## src/rtl/clkgen_pkg.sv

```systemverilog
package clkgen_pkg;
   localparam int CG_DIV_W   = 7;
   localparam int CG_PRE_W   = 2;
   localparam int CG_NSRC    = 3;
   localparam int CG_CFG_W   = 16;
   localparam int CG_EN_BIT  = 15;
   localparam int CG_PLL_BIT = 14;
   localparam int CG_P2_BIT  = 13;
   localparam int CG_PRE_LSB = 7;
   localparam int CG_DIV_LSB = 0;
   localparam int CG_MIN_DIV = 2;

   typedef struct packed {
      logic [1:0]          src_idx;
      logic [CG_PRE_W-1:0] pre_code;
      logic [CG_DIV_W-1:0] div;
   } cg_setting_t;

   localparam cg_setting_t CG_RESET_SET = '{src_idx: 2'd0, pre_code: 2'd1, div: 7'd2};
endpackage

```

## src/rtl/clkgen_cfg_hold.sv

```systemverilog
module clkgen_cfg_hold
   import clkgen_pkg::*;
(
   input  logic                clk,
   input  logic                rst_n,
   input  logic [CG_CFG_W-1:0] cfg_word,
   input  logic                load,
   output cg_setting_t         act,
   output cg_setting_t         act_nxt
);
   cg_setting_t cand;
   logic        legal;

   always_comb begin
      cand.div      = cfg_word[CG_DIV_LSB +: CG_DIV_W];
      cand.pre_code = cfg_word[CG_PRE_LSB +: CG_PRE_W];
      if (!cfg_word[CG_PLL_BIT])     cand.src_idx = 2'd0;
      else if (!cfg_word[CG_P2_BIT]) cand.src_idx = 2'd1;
      else                           cand.src_idx = 2'd2;
      legal   = (cand.div >= CG_DIV_W'(CG_MIN_DIV)) && (cand.pre_code != '0);
      act_nxt = (load && legal) ? cand : act;
   end

   always_ff @(posedge clk or negedge rst_n) begin
      if (!rst_n) act <= CG_RESET_SET;
      else        act <= act_nxt;
   end
endmodule

```

## src/rtl/clkgen_src_pick.sv

```systemverilog
module clkgen_src_pick #(
   parameter int NSRC = 3
) (
   input  logic [NSRC-1:0] src_edge,
   input  logic [1:0]      idx,
   output logic            tick
);
   logic [NSRC-1:0] hit;

   generate
      if (NSRC < 1 || NSRC > 4) begin : g_bad
         $error("clkgen_src_pick: NSRC must be 1..4");
      end
      for (genvar s = 0; s < NSRC; s++) begin : g_src
         assign hit[s] = src_edge[s] && (idx == 2'(s));
      end
   endgenerate

   assign tick = |hit;
endmodule

```

## src/rtl/clkgen_chain.sv

```systemverilog
module clkgen_chain #(
   parameter int DIV_W = 7,
   parameter int PRE_W = 2
) (
   input  logic             clk,
   input  logic             rst_n,
   input  logic             clear,
   input  logic             step,
   input  logic [PRE_W-1:0] pre_code,
   input  logic [DIV_W-1:0] div,
   output logic [2:0]       pcnt,
   output logic [DIV_W-1:0] dcnt,
   output logic [DIV_W-1:0] dcnt_nxt,
   output logic             wrap
);
   localparam int PRE_OFS = 3;

   logic [2:0] plen_m1;
   logic [2:0] pcnt_nxt;
   logic       pre_end, div_end;

   generate
      if (DIV_W < 2) begin : g_bad
         $error("clkgen_chain: DIV_W must be at least 2");
      end
   endgenerate

   always_comb begin
      plen_m1 = 3'(pre_code) + 3'(PRE_OFS - 1);
      pre_end = (pcnt == plen_m1);
      div_end = (dcnt == div - DIV_W'(1));
      wrap    = step && pre_end && div_end;
      pcnt_nxt = pcnt;
      dcnt_nxt = dcnt;
      if (clear) begin
         pcnt_nxt = '0;
         dcnt_nxt = '0;
      end else if (step) begin
         if (pre_end) begin
            pcnt_nxt = '0;
            dcnt_nxt = div_end ? '0 : dcnt + DIV_W'(1);
         end else begin
            pcnt_nxt = pcnt + 3'd1;
         end
      end
   end

   always_ff @(posedge clk or negedge rst_n) begin
      if (!rst_n) begin
         pcnt <= '0;
         dcnt <= '0;
      end else begin
         pcnt <= pcnt_nxt;
         dcnt <= dcnt_nxt;
      end
   end
endmodule

```

## src/rtl/clk_frac_gen.sv

```systemverilog
module clk_frac_gen
   import clkgen_pkg::*;
(
   input  logic                clk,
   input  logic                rst_n,
   input  logic [CG_CFG_W-1:0] cfg_word,
   input  logic [CG_NSRC-1:0]  src_edge,
   output logic                clk_out
);
   cg_setting_t         cur_set, nxt_set;
   logic                cfg_en, sel_tick, period_wrap;
   logic [2:0]          pcnt;
   logic [CG_DIV_W-1:0] dcnt, dcnt_nxt;
   logic [CG_DIV_W-1:0] act_div;
   logic [CG_PRE_W-1:0] act_pre;
   logic                out_d;

   assign cfg_en  = cfg_word[CG_EN_BIT];
   assign act_div = cur_set.div;
   assign act_pre = cur_set.pre_code;

   clkgen_cfg_hold u_hold (
      .clk(clk), .rst_n(rst_n), .cfg_word(cfg_word),
      .load(!cfg_en || period_wrap), .act(cur_set), .act_nxt(nxt_set)
   );

   clkgen_src_pick #(.NSRC(CG_NSRC)) u_pick (
      .src_edge(src_edge), .idx(cur_set.src_idx), .tick(sel_tick)
   );

   clkgen_chain #(.DIV_W(CG_DIV_W), .PRE_W(CG_PRE_W)) u_chain (
      .clk(clk), .rst_n(rst_n), .clear(!cfg_en), .step(cfg_en && sel_tick),
      .pre_code(cur_set.pre_code), .div(cur_set.div),
      .pcnt(pcnt), .dcnt(dcnt), .dcnt_nxt(dcnt_nxt), .wrap(period_wrap)
   );

   assign out_d = cfg_en && (dcnt_nxt < (nxt_set.div >> 1));

   always_ff @(posedge clk or negedge rst_n) begin
      if (!rst_n) clk_out <= 1'b0;
      else        clk_out <= out_d;
   end
endmodule

```

## config.mk

```make
export PLATFORM = sky130hd
export DESIGN_NAME = clk_frac_gen
export DESIGN_NICKNAME = d
export VERILOG_FILES = /design/src/rtl/clkgen_pkg.sv /design/src/rtl/clkgen_cfg_hold.sv /design/src/rtl/clkgen_src_pick.sv /design/src/rtl/clkgen_chain.sv /design/src/rtl/clk_frac_gen.sv
export SDC_FILE = /design/constraint.sdc
export NUM_CORES = 1
export LEC_CHECK = 0
export BUFFER_PORTS_ARGS = -buffer_cell sky130_fd_sc_hd__buf_2
export CORE_MARGIN = 8
export CORE_UTILIZATION = 61
export DETAILED_ROUTE_END_ITERATION = 6
export HOLD_SLACK_MARGIN = 0.08
export PLACE_DENSITY = 0.84
export SLEW_MARGIN = 15
export SYNTH_ARGS = -nofsm -noshare
export SYNTH_HDL_FRONTEND = slang
export SYNTH_SLANG_ARGS = --single-unit
```

## constraint.sdc

```tcl
create_clock -name clk -period 5.9 [get_ports clk]
set_clock_uncertainty 0.1 [all_clocks]
set_input_delay 1.18 -clock clk [delete_from_list [all_inputs] [get_ports clk]]
set_output_delay 1.18 -clock clk [all_outputs]
set_load 0.02 [all_outputs]
```

# --- Yosys cells after proc, flatten, opt, wreduce, memory -nomap -nowiden ---
# Cells that the tools add are included.
# Widths: inputs -> output; s select.
classes:
  n_addsub: 4
  magnitude_cmp: 2
  eq_ne: 5
  mux: 10
  n_reduce_logical: 14
ops:
  columns: ["operator", "n"]
  rows:
  - ["$mux 7", 5]
  - ["$logic_and 1x1->1", 9]
  - ["$mux 3", 3]
  - ["$add 7x1->7 const B", 1]
  - ["$eq 7x7->1", 1]
  - ["$ge 7x2->1 const B", 1]
  - ["$lt 7x6->1", 1]
  - ["$sub 7x1->7 const B", 1]
  - ["$mux 2", 2]
  - ["$add 2x2->3 const B", 1]
  - ["$add 3x1->3 const B", 1]
  - ["$eq 3x3->1", 1]
  - ["$reduce_or 3->1", 1]
  - ["$eq 2x1->1 const B", 1]
  - ["$eq 2x2->1 const B", 1]
  - ["$logic_not 2->1", 1]
  - ["$ne 2x1->1 const B", 1]
  - ["$reduce_bool 2->1", 1]
  - ["$logic_not 1->1", 1]
  - ["$logic_or 1x1->1", 1]
word_totals:
  register_bits: 22
  input_bits: 21
  out_inout_bits: 1
  word_cells: 42

# --- Logic depth before layout (Yosys ltp) ---
logic_depth:
  word_depth: 11
  depth_mapped: 18
  depth_no_buf: 15

# --- Hierarchy ---
# From an unflattened synthesis, not the netlist that was laid out.
hier_totals:
  hier_cells: 135
  hier_area_um2: 1412.6
by_module_without_submodules:
  columns: ["mod", "n_inst", "cells_each", "area_each_um2", "seq_area_each_um2"]
  rows:
  - ["clkgen_chain", 1, 80, 748.2, 250.2]
  - ["clkgen_cfg_hold", 1, 30, 469.2, 277.8]
  - ["clk_frac_gen", 1, 22, 172.7, 25.0]
  - ["clkgen_src_pick", 1, 3, 22.5, 0.0]

# --- Least setup slack after synthesis ---
# OpenSTA, ideal clock, no wires.
synth_timing:
  path_kind: "in2reg"
  start: "input cfg_word[1]"
  end: "register clk_out"
  setup_ps: 95
  t_arrival_ps: 3563
  t_required_ps: 5705
  path_slack_ps: 2141
  cell_stages: 12
  n_path_buf: 2
  path_cell_list: "or4_1 o32ai_1 and2b_1 buf_6 buf_12 mux2i_1 ha_1 a21oi_1 o22ai_1 nor3b_1 o21ai_0 o31ai_1"
synth_via:
  elab_chain_len: 6
synth_rtl:
  columns: ["element", "line_no", "rtl"]
  rows:
  - ["start, declared", "clk_frac_gen.sv:6", "input logic [CG_CFG_W-1:0] cfg_word,"]
  - ["$ge 7x2->1", "clkgen_cfg_hold.sv:20", "legal = (cand.div >= CG_DIV_W'(CG_MIN_DIV)) && (cand.pre_code != '0);"]
  - ["$logic_and 1x1->1", "clkgen_cfg_hold.sv:20", null]
  - ["$logic_and 1x1->1", "clkgen_cfg_hold.sv:21", "act_nxt = (load && legal) ? cand : act;"]
  - ["$mux 7 *", "clkgen_cfg_hold.sv:21", null]
  - ["$lt 7x6->1 *", "clk_frac_gen.sv:37", "assign out_d = cfg_en && (dcnt_nxt < (nxt_set.div >> 1));"]
  - ["$logic_and 1x1->1 *", "clk_frac_gen.sv:37", null]
  - ["named net out_d", "clk_frac_gen.sv:16", "logic out_d;"]
  - ["end signal, assigned", "clk_frac_gen.sv:41", "else clk_out <= out_d;"]
  - ["end, declared", "clk_frac_gen.sv:8", "output logic clk_out"]
# The timed path passes the listed nets; every way through them passes the cells marked *.
# A chain may end at the register's enable or synchronous reset.

# --- Worst setup path after layout ---
layout_timing:
  start: "register u_hold.act[1] in the netlist's numbering"
  end: "register clk_out"
layout_via:
  elab_chain_len: 8
  elab_cells_between_ends: 12
  classes_between: "1 x add/sub; 1 x order compare; 1 x eq/ne; 5 x mux; 4 x reduce/logical"
layout_rtl:
  columns: ["element", "line_no", "rtl"]
  rows:
  - ["start, declared", "clkgen_cfg_hold.sv:8", "output cg_setting_t act,"]
  - ["start signal, assigned", "clkgen_cfg_hold.sv:26", "else act <= act_nxt;"]
  - ["$sub 7x1->7", "clkgen_chain.sv:31", "div_end = (dcnt == div - DIV_W'(1));"]
  - ["$eq 7x7->1", "clkgen_chain.sv:31", null]
  - ["$mux 7 / $logic_and 1x1->1 (equally long branches)", "clkgen_chain.sv:41, clkgen_chain.sv:32", null]
  - ["$mux 7 / $logic_or 1x1->1 (equally long branches)", "clkgen_chain.sv:39, clk_frac_gen.sv:24", null]
  - ["$mux 7 / $logic_and 1x1->1 (equally long branches)", "clkgen_chain.sv:38, clkgen_cfg_hold.sv:21", null]
  - ["$mux 7, on equally long branches", "clkgen_chain.sv:35, clkgen_cfg_hold.sv:21", null]
  - ["$lt 7x6->1 *", "clk_frac_gen.sv:37", null]
  - ["$logic_and 1x1->1 *", "clk_frac_gen.sv:37", null]
  - ["named net out_d", "clk_frac_gen.sv:16", null]
# Marked as above.

==> flow_summary.toml <==
[run_status]
outcome = "finished, final reports clean"

[setup_path]
worstRegToRegCells = 14
worstReg2RegEnd = "clk_out"
slowest_stage = "dfstp_2"
startpoint_type = "register"
r2r_setup_slack_ns = 1.21
critPathCaptureType = "register"
cp_data_required_time_ns = 6.02
max_stage_delay_ns = 0.68
crit_type = "reg -> reg"
crit-reg2reg-launch = "u_hold.act[1]"
crit_path_frequent_cell = "ha_1"
crit_start = "u_hold.act[1]"
worstPathCellList = "inv_1 > ha_1 > o21bai_1 > a2111oi_0 > o311ai_2 > o21ai_4 > and2b_1 > mux2i_1 > ha_1 > a21oi_1 > o22ai_1 > nor3b_1 > o21ai_0 > o31ai_1"
crit_fanout = 15
worst_ep_arrival_time_ns = 4.80
endpoint = "clk_out"

[place]
dp_hpwl_mm = 2.74
placed_area_um2 = 1620
gp_congestion = 0.862
placedCellCount = 199
io_buffers = 17

[synthesis]
ys_seq_elements = 22
yosys.area.top_type_share = 0.319
synth_edf_count = 0
synth_top_flop_cell = "dfrtp_1"
syn_area_per_cell_um2 = 9.69
syn_inst = 162
synth_cell_types = 45
synth_nets = 191
yosysSeqAreaShare = 0.352
synth_area_um2 = 1570
async_flop_share = 1.00
synthTopCellsByArea = "dfrtp_1, ha_1, mux2i_1"
synth_top_cell_by_area = "dfrtp_1"
synth_warnings = 0

[pwr]
p_clk_frac = 0.237
switching_share = 0.315
cellPowerDensity_nw_per_um2 = 217
vdd_drop_max_uv = 218
p_int_uw = 246
p_sw_uw = 113
p_comb_frac = 0.239
p_leak_uw = 0.000739
seq_power_share = 0.523
power_uw = 359

[global_routing]
grt_max_degree = 23
grt_usage = 0.172
grt_remaining_overflow = 0
grt_pass1_wl_mm = 5.91
antenna_found_initial = 0
grt_pass1_vias = 1261

[floorplanning]
die_h_um = 66.7
dieWidth_um = 66.7
row_count = 18
core_area_um2 = 2450
dieArea_um2 = 4450
start_util = 0.639
ios = 22

[timing]
setup_viol = 0
finalMaxSlewViolations = 0
fin_hold_ws_ns = 0.410
max_slew_margin = 0.513
tns_ns = 0
hold_violations = 0
fmax_mhz = 213
rsz0062_at_grt = "false"
layout_min_cycle_time_ns = 4.69
fin_crit_sh = 0.794
worst_pin_slew_ns = 0.730

[cts]
cts.sinks = 22
cts_resized = 0
clock-root-buffer = "clkbuf_4"
clk_latency_ns = 0.32
path_clk_slew_ns = 0.11
hold_buffers = 0
cts_buffers = 3
htree_levels = 1
clk_path_buf_depth = 2
cts_setup_buffers = 0
tritoncts = "yes"

[routing]
wl_mm = 3.58
num_vias = 1276
route.detailed.drc = 0
via_per_inst = 6.29
drt_first_pass_iters = 4
ant_nets = 0
wl_per_cell_um = 17.6
drt_iter0_drc = 131

[finish]
fin_nets = 203
layout-drive-gt1-share = 0.208
fillers = 192
stdcell_count = 203
final_area_um2 = 1650
syn2layout_area_growth_pct = 5.42
insertedDiodeCount = 0

[min_path]
hold_path.class = "reg -> reg"

[run]
max_cap_violations = 0
critical path: cells and delay by family (launching register included):
family	cells	cell delay (ns)
mux	1	0.28
flops	1	0.68
simple gates	2	0.88
buf+inv	1	0.07
compound gates	8	2.05
fa+ha+maj	2	0.53
power groups by stage:
| stage | combinational [uW] | clock, uW | sequential, uW |
|---|---|---|---|
| detailed placement | 85.9 | 0 | 190 |
| finish | 85.9 | 85.2 | 188 |
| CTS | 86.2 | 87.4 | 187 |
| global route | 95.9 | 91.8 | 190 |
| floorplan | 73.3 | 0 | 179 |
| global placement | 79.7 | 0 | 188 |
metal layers:
layer,global-route usage,vias up,wire [um]
li1,-,605,-
met1,0.193,628,1470
met2,0.299,32,1910
met3,0.0352,11,113
met4,0.0827,0,82
met5,0,-,0
stage by stage:
| step | util | worst slack [ns] |
|---|---|---|
| floorplan | - | 2.14 |
| global placement | 0.659 | 1.51 |
| detailed placement | 0.659 | 1.29 |
| CTS | 0.674 | 1.25 |
| global route | 0.674 | 0.857 |
| finish | 0.674 | 1.21 |
synthesized netlist by cell type (3+ instances only):
cell,number
buf_2,3
nand3_1,7
o21ai_0,10
xnor2_1,5
inv_1,8
nand4_1,3
a21oi_1,5
or4_1,3
nor3_1,5
mux2_4,4
dfrtp_1,20
clkbuf_1,3
mux2i_1,8
nor2_1,7
mux2_2,5
ha_1,8
or3_1,3
xor2_1,9
nand2_1,13
state kept, by name, indices dropped and copies added (netlist names):
signal	cells
u_hold.act	11
u_chain.dcnt	7
u_chain.pcnt	3
clk_out	1
cell families after synthesis:
group	count (synthesis)	synth area share
AOI/OAI and AO/OA	30	0.135
xor gates and xnor gates	14	0.0782
adders and majority gates	8	0.0638
buffers and inverters	18	0.0662
DFF	22	0.352
muxes	17	0.125
and+or+nand+nor	53	0.179
cell type report:
| cell class | instances | area, um2 | share of cell area |
|---|---|---|---|
| Clock buffer | 4 | 36.3 | 0.0219 |
| Inverter | 8 | 30.0 | 0.0182 |
| Multi-Input combinational cell | 122 | 912 | 0.551 |
| Sequential cell | 22 | 553 | 0.334 |
| Tap cell | 30 | 37.5 | 0.0227 |
| Timing Repair Buffer | 17 | 85.1 | 0.0514 |
worst min path at each step:
stage                         start               to  depth (start not counted)
finish              u_chain.pcnt[2]  u_chain.pcnt[2]                          1
CTS                 u_chain.pcnt[2]  u_chain.pcnt[2]                          1
floorplan           u_chain.pcnt[2]  u_chain.pcnt[2]                          1
detailed placement  u_chain.pcnt[2]  u_chain.pcnt[2]                          1
global placement    u_chain.pcnt[2]  u_chain.pcnt[2]                          1
global route        u_chain.pcnt[2]  u_chain.pcnt[2]                          1
cells in the final DEF (no fill, tap or decap), types with 7 or more instances in the layout:
cell type and n:
buf_2 17, dfrtp_1 20, ha_1 8, inv_1 8, mux2i_1 8, nand2_1 13
nand3_1 7, nor2_1 7, o21ai_0 10, xor2_1 9
Power figures use the tool's default switching activity.
